===== src/rtl/spi_byte_pkg.sv =====
package spi_byte_pkg;
  localparam int DATA_W  = 32;
  localparam int ADDR_W  = 5;
  localparam int BYTE_W  = 8;
  localparam int SPR_W   = 4;
  localparam int SPPR_W  = 3;
  localparam int DIV_W   = SPR_W + (1 << SPPR_W) - 1;
  localparam int CONF_W  = 14;

  localparam logic [ADDR_W-1:0] OFS_CTRL  = 5'h00;
  localparam logic [ADDR_W-1:0] OFS_CONF  = 5'h04;
  localparam logic [ADDR_W-1:0] OFS_TX    = 5'h08;
  localparam logic [ADDR_W-1:0] OFS_RX    = 5'h0C;
  localparam logic [ADDR_W-1:0] OFS_ISTAT = 5'h10;
  localparam logic [ADDR_W-1:0] OFS_IMASK = 5'h14;

  // stored configuration bits: mode 13:12, divide and length enable 7:0
  localparam logic [CONF_W-1:0] CONF_KEEP = 14'h30FF;
endpackage


===== src/rtl/spi_rst_sync.sv =====
module spi_rst_sync #(
  parameter int STAGES = 2
) (
  input  logic clk,
  input  logic rst_n_in,
  output logic rst_n_out
);
  logic [STAGES-1:0] sync_q;

  always_ff @(posedge clk or negedge rst_n_in) begin
    if (!rst_n_in) sync_q <= '0;
    else           sync_q <= {sync_q[STAGES-2:0], 1'b1};
  end

  assign rst_n_out = sync_q[STAGES-1];
endmodule


===== src/rtl/spi_sck_prescaler.sv =====
module spi_sck_prescaler
  import spi_byte_pkg::*;
(
  input  logic              clk,
  input  logic              rst_n,
  input  logic              load,
  input  logic              run,
  input  logic [SPR_W-1:0]  base,
  input  logic [SPPR_W-1:0] expo,
  output logic              lead,
  output logic              trail,
  output logic              wrap,
  output logic [DIV_W-1:0]  div_lat
);
  logic [DIV_W-1:0] div_q, cnt_q, cnt_n, div_calc, half;
  logic [SPR_W-1:0] base_eff;

  always_comb begin
    base_eff = (base < SPR_W'(2)) ? SPR_W'(2) : base;
    div_calc = DIV_W'(base_eff) << expo;
    half     = div_q >> 1;
    lead     = run && (cnt_q == '0);
    trail    = run && (cnt_q == half);
    wrap     = run && (cnt_q == div_q - DIV_W'(1));
    cnt_n    = wrap ? '0 : cnt_q + DIV_W'(1);
  end

  always_ff @(posedge clk or negedge rst_n) begin
    if (!rst_n) begin
      div_q <= DIV_W'(2);
      cnt_q <= '0;
    end else begin
      if (load) div_q <= div_calc;
      if (load)      cnt_q <= '0;
      else if (run)  cnt_q <= cnt_n;
    end
  end

  assign div_lat = div_q;
endmodule


===== src/rtl/spi_shift_engine.sv =====
module spi_shift_engine
  import spi_byte_pkg::*;
(
  input  logic              clk,
  input  logic              rst_n,
  input  logic              start,
  input  logic [BYTE_W-1:0] tx_in,
  input  logic              cpol,
  input  logic              cpha,
  input  logic              lead,
  input  logic              trail,
  input  logic              wrap,
  input  logic              miso,
  output logic              busy,
  output logic              done,
  output logic              sck,
  output logic              mosi,
  output logic [BYTE_W-1:0] rx_out
);
  localparam int BIT_W = $clog2(BYTE_W);
  localparam logic [BIT_W-1:0] LAST = BIT_W'(BYTE_W - 1);

  logic              busy_q, busy_n, sck_q, sck_n, cpha_q, cpha_n;
  logic [BYTE_W-1:0] tx_q, tx_n, rx_q, rx_n, rxo_q, rxo_n, rx_shift;
  logic [BIT_W-1:0]  bit_q, bit_n;

  always_comb begin
    busy_n   = busy_q;
    sck_n    = sck_q;
    cpha_n   = cpha_q;
    tx_n     = tx_q;
    rx_n     = rx_q;
    bit_n    = bit_q;
    rxo_n    = rxo_q;
    done     = 1'b0;
    rx_shift = {rx_q[BYTE_W-2:0], miso};
    if (!busy_q) begin
      sck_n = cpol;
      if (start) begin
        busy_n = 1'b1;
        tx_n   = tx_in;
        rx_n   = '0;
        bit_n  = '0;
        cpha_n = cpha;
      end
    end else begin
      if (lead) begin
        sck_n = ~sck_q;
        if (!cpha_q)              rx_n = rx_shift;
        else if (bit_q != '0)     tx_n = {tx_q[BYTE_W-2:0], 1'b0};
      end
      if (trail) begin
        sck_n = ~sck_q;
        if (cpha_q)               rx_n = rx_shift;
        else if (bit_q != LAST)   tx_n = {tx_q[BYTE_W-2:0], 1'b0};
        if (bit_q == LAST) begin
          done   = 1'b1;
          busy_n = 1'b0;
          rxo_n  = cpha_q ? rx_shift : rx_q;
        end
      end
      if (wrap) bit_n = bit_q + BIT_W'(1);
    end
  end

  always_ff @(posedge clk or negedge rst_n) begin
    if (!rst_n) begin
      busy_q <= 1'b0;
      sck_q  <= 1'b0;
      cpha_q <= 1'b0;
      tx_q   <= '0;
      rx_q   <= '0;
      bit_q  <= '0;
      rxo_q  <= '0;
    end else begin
      busy_q <= busy_n;
      sck_q  <= sck_n;
      cpha_q <= cpha_n;
      tx_q   <= tx_n;
      rx_q   <= rx_n;
      bit_q  <= bit_n;
      if (done) rxo_q <= rxo_n;
    end
  end

  assign busy   = busy_q;
  assign sck    = sck_q;
  assign mosi   = tx_q[BYTE_W-1];
  assign rx_out = rxo_q;
endmodule


===== src/rtl/spi_byte_master.sv =====
module spi_byte_master
  import spi_byte_pkg::*;
#(
  parameter int CS_NUM      = 8,
  parameter int SYNC_STAGES = 2
) (
  input  logic              clk,
  input  logic              rst_n,
  input  logic              wr_en,
  input  logic [ADDR_W-1:0] addr,
  input  logic [DATA_W-1:0] wdata,
  output logic [DATA_W-1:0] rdata,
  output logic              irq,
  output logic              sck,
  output logic              mosi,
  input  logic              miso,
  output logic [CS_NUM-1:0] cs_n
);
  localparam int CS_W = $clog2(CS_NUM);

  logic              rst_n_s;
  logic              cs_act_q, cs_act_n, ready_q, ready_n;
  logic              istat_q, istat_n, imask_q, imask_n;
  logic [CS_W-1:0]   cs_sel_q, cs_sel_n;
  logic [CONF_W-1:0] conf_q, conf_n;
  logic [BYTE_W-1:0] txb_q, txb_n, rx_byte;
  logic [CS_NUM-1:0] cs_n_q, cs_n_n;
  logic              wr_ctrl, wr_conf, wr_tx, wr_istat, wr_imask;
  logic              start, busy, done, lead, trail, wrap;
  logic [DIV_W-1:0]  div_lat;
  logic              unused_ok;

  spi_rst_sync #(.STAGES(SYNC_STAGES)) u_rst (
    .clk(clk), .rst_n_in(rst_n), .rst_n_out(rst_n_s)
  );

  assign wr_ctrl  = wr_en && (addr == OFS_CTRL);
  assign wr_conf  = wr_en && (addr == OFS_CONF);
  assign wr_tx    = wr_en && (addr == OFS_TX);
  assign wr_istat = wr_en && (addr == OFS_ISTAT);
  assign wr_imask = wr_en && (addr == OFS_IMASK);
  assign start    = wr_tx && !busy;
  assign unused_ok = ^wdata[DATA_W-1:CONF_W];

  spi_sck_prescaler u_div (
    .clk(clk), .rst_n(rst_n_s), .load(start), .run(busy),
    .base(conf_q[3:0]), .expo({conf_q[7:6], conf_q[4]}),
    .lead(lead), .trail(trail), .wrap(wrap), .div_lat(div_lat)
  );

  spi_shift_engine u_eng (
    .clk(clk), .rst_n(rst_n_s), .start(start), .tx_in(wdata[BYTE_W-1:0]),
    .cpol(conf_q[13]), .cpha(conf_q[12]), .lead(lead), .trail(trail),
    .wrap(wrap), .miso(miso), .busy(busy), .done(done), .sck(sck),
    .mosi(mosi), .rx_out(rx_byte)
  );

  // next-state for the register file
  always_comb begin
    cs_act_n = wr_ctrl ? wdata[0] : cs_act_q;
    cs_sel_n = wr_ctrl ? wdata[2 +: CS_W] : cs_sel_q;
    conf_n   = wr_conf ? (wdata[CONF_W-1:0] & CONF_KEEP) : conf_q;
    txb_n    = start ? wdata[BYTE_W-1:0] : txb_q;
    imask_n  = wr_imask ? wdata[0] : imask_q;
    ready_n  = done ? 1'b1 : (start ? 1'b0 : ready_q);
    istat_n  = done ? 1'b1 : ((wr_istat && !wdata[0]) ? 1'b0 : istat_q);
  end

  for (genvar gi = 0; gi < CS_NUM; gi++) begin : g_cs
    assign cs_n_n[gi] = !(cs_act_n && (cs_sel_n == CS_W'(gi)));
  end

  always_ff @(posedge clk or negedge rst_n_s) begin
    if (!rst_n_s) begin
      cs_act_q <= 1'b0;
      cs_sel_q <= '0;
      conf_q   <= '0;
      txb_q    <= '0;
      imask_q  <= 1'b0;
      ready_q  <= 1'b0;
      istat_q  <= 1'b0;
      cs_n_q   <= '1;
    end else begin
      if (wr_ctrl) cs_act_q <= cs_act_n;
      if (wr_ctrl) cs_sel_q <= cs_sel_n;
      if (wr_ctrl) cs_n_q   <= cs_n_n;
      if (wr_conf) conf_q   <= conf_n;
      if (start)   txb_q    <= txb_n;
      if (wr_imask) imask_q <= imask_n;
      ready_q <= ready_n;
      istat_q <= istat_n;
    end
  end

  always_comb begin
    rdata = '0;
    case (addr)
      OFS_CTRL:  rdata = DATA_W'({cs_sel_q, ready_q, cs_act_q});
      OFS_CONF:  rdata = DATA_W'(conf_q);
      OFS_TX:    rdata = DATA_W'(txb_q);
      OFS_RX:    rdata = DATA_W'(rx_byte);
      OFS_ISTAT: rdata = DATA_W'(istat_q);
      OFS_IMASK: rdata = DATA_W'(imask_q);
      default:   rdata = '0;
    endcase
  end

  assign irq  = istat_q & imask_q;
  assign cs_n = cs_n_q;
endmodule


===== config.mk =====
export PLATFORM = sky130hd
export DESIGN_NAME = spi_byte_master
export DESIGN_NICKNAME = d
export VERILOG_FILES = /design/src/rtl/spi_byte_pkg.sv /design/src/rtl/spi_rst_sync.sv /design/src/rtl/spi_sck_prescaler.sv /design/src/rtl/spi_shift_engine.sv /design/src/rtl/spi_byte_master.sv
export SDC_FILE = /design/constraint.sdc
export NUM_CORES = 1
export LEC_CHECK = 0
export BUFFER_PORTS_ARGS = -buffer_cell sky130_fd_sc_hd__buf_2
export CAP_MARGIN = 20
export CORE_UTILIZATION = 55
export DETAILED_ROUTE_END_ITERATION = 16
export PLACE_DENSITY = 0.78
export SYNTH_ARGS = -nofsm -noshare
export SYNTH_HDL_FRONTEND = slang
export SYNTH_SLANG_ARGS = --single-unit

===== constraint.sdc =====
create_clock -name clk -period 2.9 [get_ports clk]
set_clock_uncertainty 0.1 [all_clocks]
set_input_delay 0.58 -clock clk [delete_from_list [all_inputs] [get_ports clk]]
set_output_delay 0.58 -clock clk [all_outputs]
set_load 0.03 [all_outputs]

==> flow_summary_export.csv <==
group,metric,value,unit
cells_and_area,area_of_combinational_cells_with_multiple_inputs,2520,sq um
placed_design,dp_slack,0.184,ns
die,core_area,8760,sq um
timing,setup_viol,0,
placed_design,dpl-instance-area,5200,sq um
clock_tree,cts_inserted_buffers,9,
die,number_of_top_level_design_ports,84,
cells_and_area,final_cell_count_no_fill,656,
synth,synth-main-ff-cell,"sky130_fd_sc_hd__dfrtp_1",
worst_setup_path,r2r_setup_slack,0.17,ns
detailed_routing,route.vias.total,3830,
placed_design,place.port_buffers,39,
cells_and_area,final_nets,590,
clock_tree,cts.root.buffer_cell,"sky130_fd_sc_hd__clkbuf_8",
clock_tree,cts_hold_buffers,1,
detailed_routing,avgRoutedWirePerCell,16.5,um
worst_setup_path,cp_data_arrival_time,2.05,ns
die,fp.dieH,97.4,um
detailed_routing,drt_pass1_iterations,4,
pwr,p_leak,2.47,nW
pwr,total_power_consumption,3.91,mW
clock_tree,postCtsSetupBuffers,0,
cells_and_area,syn_to_final_growth,8.85,%
cells_and_area,final_cell_mix,"sky130_fd_sc_hd__nand2_1, sky130_fd_sc_hd__dfrtp_1, sky130_fd_sc_hd__buf_2",
clock_tree,clock_sinks,87,
global_route,grt_first_pass_wirelength,18100,um
synth,synth-seq-area-share,43.7,%
min_path,hold_crit_class,"register to asynchronous set/reset pin",
timing,setup_repair_after_global_routing_missed_its_margin,"no",
detailed_routing,post_detailed_route_via_to_cell_ratio,5.84,
placed_design,globalplace.congestion,0.859,
placed_design,dpl.hpwl,7610,um
synth,yosysUniqueCellTypes,65,
worst_setup_path,rr_worst_depth,8,
global_route,antenna_found_initial,0,
clock_tree,cts_tree,"built",
cells_and_area,final_common_cell,"sky130_fd_sc_hd__nand2_1",
timing,holdWs,0.156,ns
synth,syn-cell-area,5000,sq um
synth,synth_edf_count,0,
placed_design,placed_cells_incl_taps,638,
die,initial_core_util,57.1,%
timing,layout_min_cycle_time,2.73,ns
detailed_routing,drc_errors,0,
timing,fmax,366,MHz
cells_and_area,layout.core_utilization,62.1,%
worst_setup_path,crit_path_end_kind,"output pin",
timing,timing.setup.tns,0,ns
clock_tree,htree_levels,3,
pwr,vdd_drop_max,0.364,mV
worst_setup_path,crit_path_max_fanout,8,
cells_and_area,filler_cell_count,752,
die,placement_rows,34,
synth,postSynthCellCount,517,
cells_and_area,diodes,0,
run,max_cap_viol_count,0,
worst_setup_path,critPathKind,"input pin to output pin",
die,fp.dieArea,9480,sq um
timing,min_period_over_period,94.3,%
pwr,ratio_of_total_power_to_cell_area,719,nW/um^2
synth,synth-seq-cells,87,
global_route,grt_pass1_vias,3724,
timing,timing_max_transition_violations_final,0,
synth,async_reset_ff_share,100,%
detailed_routing,detail_route.wirelength,10800,um
pwr,net-switching-power,1.54,mW
die,die_w,97.4,um
cells_and_area,proportion_of_layout_cells_with_a_drive_suffix_above_1,20.3,%
global_route,grt_max_degree,86,
worst_setup_path,worst_ep_required_time,2.22,ns
synth,synth.yosys.warnings,0,
global_route,gr-total-overflow,0,
worst_setup_path,startpoint_type,"input pin",
pwr,internal_power,2.38,mW
detailed_routing,ant_nets,0,
clock_tree,clkSlewWorstSetupHoldPaths,0.10,ns
pwr,sequentialPowerShare,45.4,%
status,result_of_the_run,"finished, final reports clean",
pwr,p_clk_share,21.4,%
timing,maxSlewHeadroom,53.1,%
cells_and_area,final_area,5450,sq um
pwr,netSwitchingFraction,39.2,%
timing,post-route-worst-setup-slack,0.166,ns
clock_tree,worstSkewPairLatency,0.37,ns
pwr,pwr-share-comb,33.2,%
detailed_routing,dr.first_iter.drc_count,231,
clock_tree,ctsResizeCount,0,
cells_and_area,layout.area.seq,2190,sq um
timing,worst_pin_slew,0.703,ns
clock_tree,ctsLongestPathBuffers,2,
synth,synth.avg_cell_area,9.68,sq um
timing,hold_violations,0,
global_route,grtUsageTotal,23.8,%
## worst paths after layout
kind / from / end
worst min register to register: u_rst.sync_q[1]$_DFF_PN0_ / u_eng.rx_q[6]$_DFFE_PN0P_
worst max register to register: u_div.div_lat[0]$_DFFE_PN0P_ / u_eng.bit_q[1]$_DFFE_PN0P_
worst min-delay path: u_rst.sync_q[1]$_DFF_PN0_ / u_eng.rx_q[6]$_DFFE_PN0P_
worst max-delay path: addr[4] / rdata[4]
max in group asynchronous: u_rst.sync_q[1]$_DFF_PN0_ / cs_n[3]$_DFFE_PN1P_
min in group clk: u_rst.sync_q[0]$_DFF_PN0_ / u_rst.sync_q[1]$_DFF_PN0_
## metal layers
layer  share of wire (%)  GRT usage (%)
met1                  46           31.7
met2                  47           38.4
met3                 4.3           4.60
met4                 2.5           9.16
met5                   0              0
## power groups by stage
stage	logic, mW	registers, mW	clock network (mW)
floorplan	1.07	1.72	0
global placement	1.22	1.79	0
detailed placement	1.28	1.81	0
CTS	1.28	1.79	0.854
global route	1.44	1.82	0.905
finish	1.30	1.78	0.838
## sequential cells by signal, indices dropped and copies added (netlist names)
| register | cells |
|---|---|
| cs_n | 8 |
| conf_q | 10 |
| u_eng.bit_q | 3 |
| istat_q | 1 |
| cs_act_q | 1 |
| txb_q | 8 |
| u_eng.rx_q | 8 |
| u_eng.cpha_q | 1 |
| u_eng.tx_q | 8 |
| u_eng.sck | 1 |
| u_rst.sync_q | 2 |
| u_eng.busy | 1 |
| cs_sel_q | 3 |
| u_eng.rx_out | 8 |
| u_div.div_lat | 11 |
| u_div.cnt_q | 11 |
| imask_q | 1 |
| ready_q | 1 |
## cells in the mapped netlist (12+ instances only)
cell,n,area share [%]
sky130_fd_sc_hd__xnor2_1,18,3.2
sky130_fd_sc_hd__dfrtp_1,78,39
sky130_fd_sc_hd__clkbuf_1,35,2.6
sky130_fd_sc_hd__nor3_1,25,2.5
sky130_fd_sc_hd__mux2_2,20,4.5
sky130_fd_sc_hd__o21ai_0,30,3.0
sky130_fd_sc_hd__mux2i_1,20,4.0
sky130_fd_sc_hd__nand2_1,78,5.9
sky130_fd_sc_hd__xor2_1,17,3.0
sky130_fd_sc_hd__nor2_1,16,1.2
sky130_fd_sc_hd__buf_4,22,3.3
sky130_fd_sc_hd__inv_1,12,0.90
## layout make-up
type | instances | area share [%]
sequential | 87 | 40.3
clock inverter | 7 | 1.45
tap | 108 | 2.48
multi-input combinational | 378 | 46.3
clock buffer | 9 | 2.27
inverter | 12 | 0.827
timing repair buffer | 55 | 6.43
## cell families after synthesis
family	count (synthesis)	share of synthesized area, %
AND/OR/NAND/NOR	184	18.7
adder cells (fa/ha/maj)	6	1.50
XOR/XNOR	36	6.58
AO/OA/AOI/OAI	87	12.6
multiplexers	42	9.25
buffers and inverters	73	7.45
flip-flops	87	43.7
other	2	0.150
## critical path: stages
cell and delay, ns:
sky130_fd_sc_hd__buf_2 0.15, sky130_fd_sc_hd__or4b_2 0.80, sky130_fd_sc_hd__o21ai_0 0.28, sky130_fd_sc_hd__buf_2 0.24
Note: power is estimated with default switching activity, not from simulation.
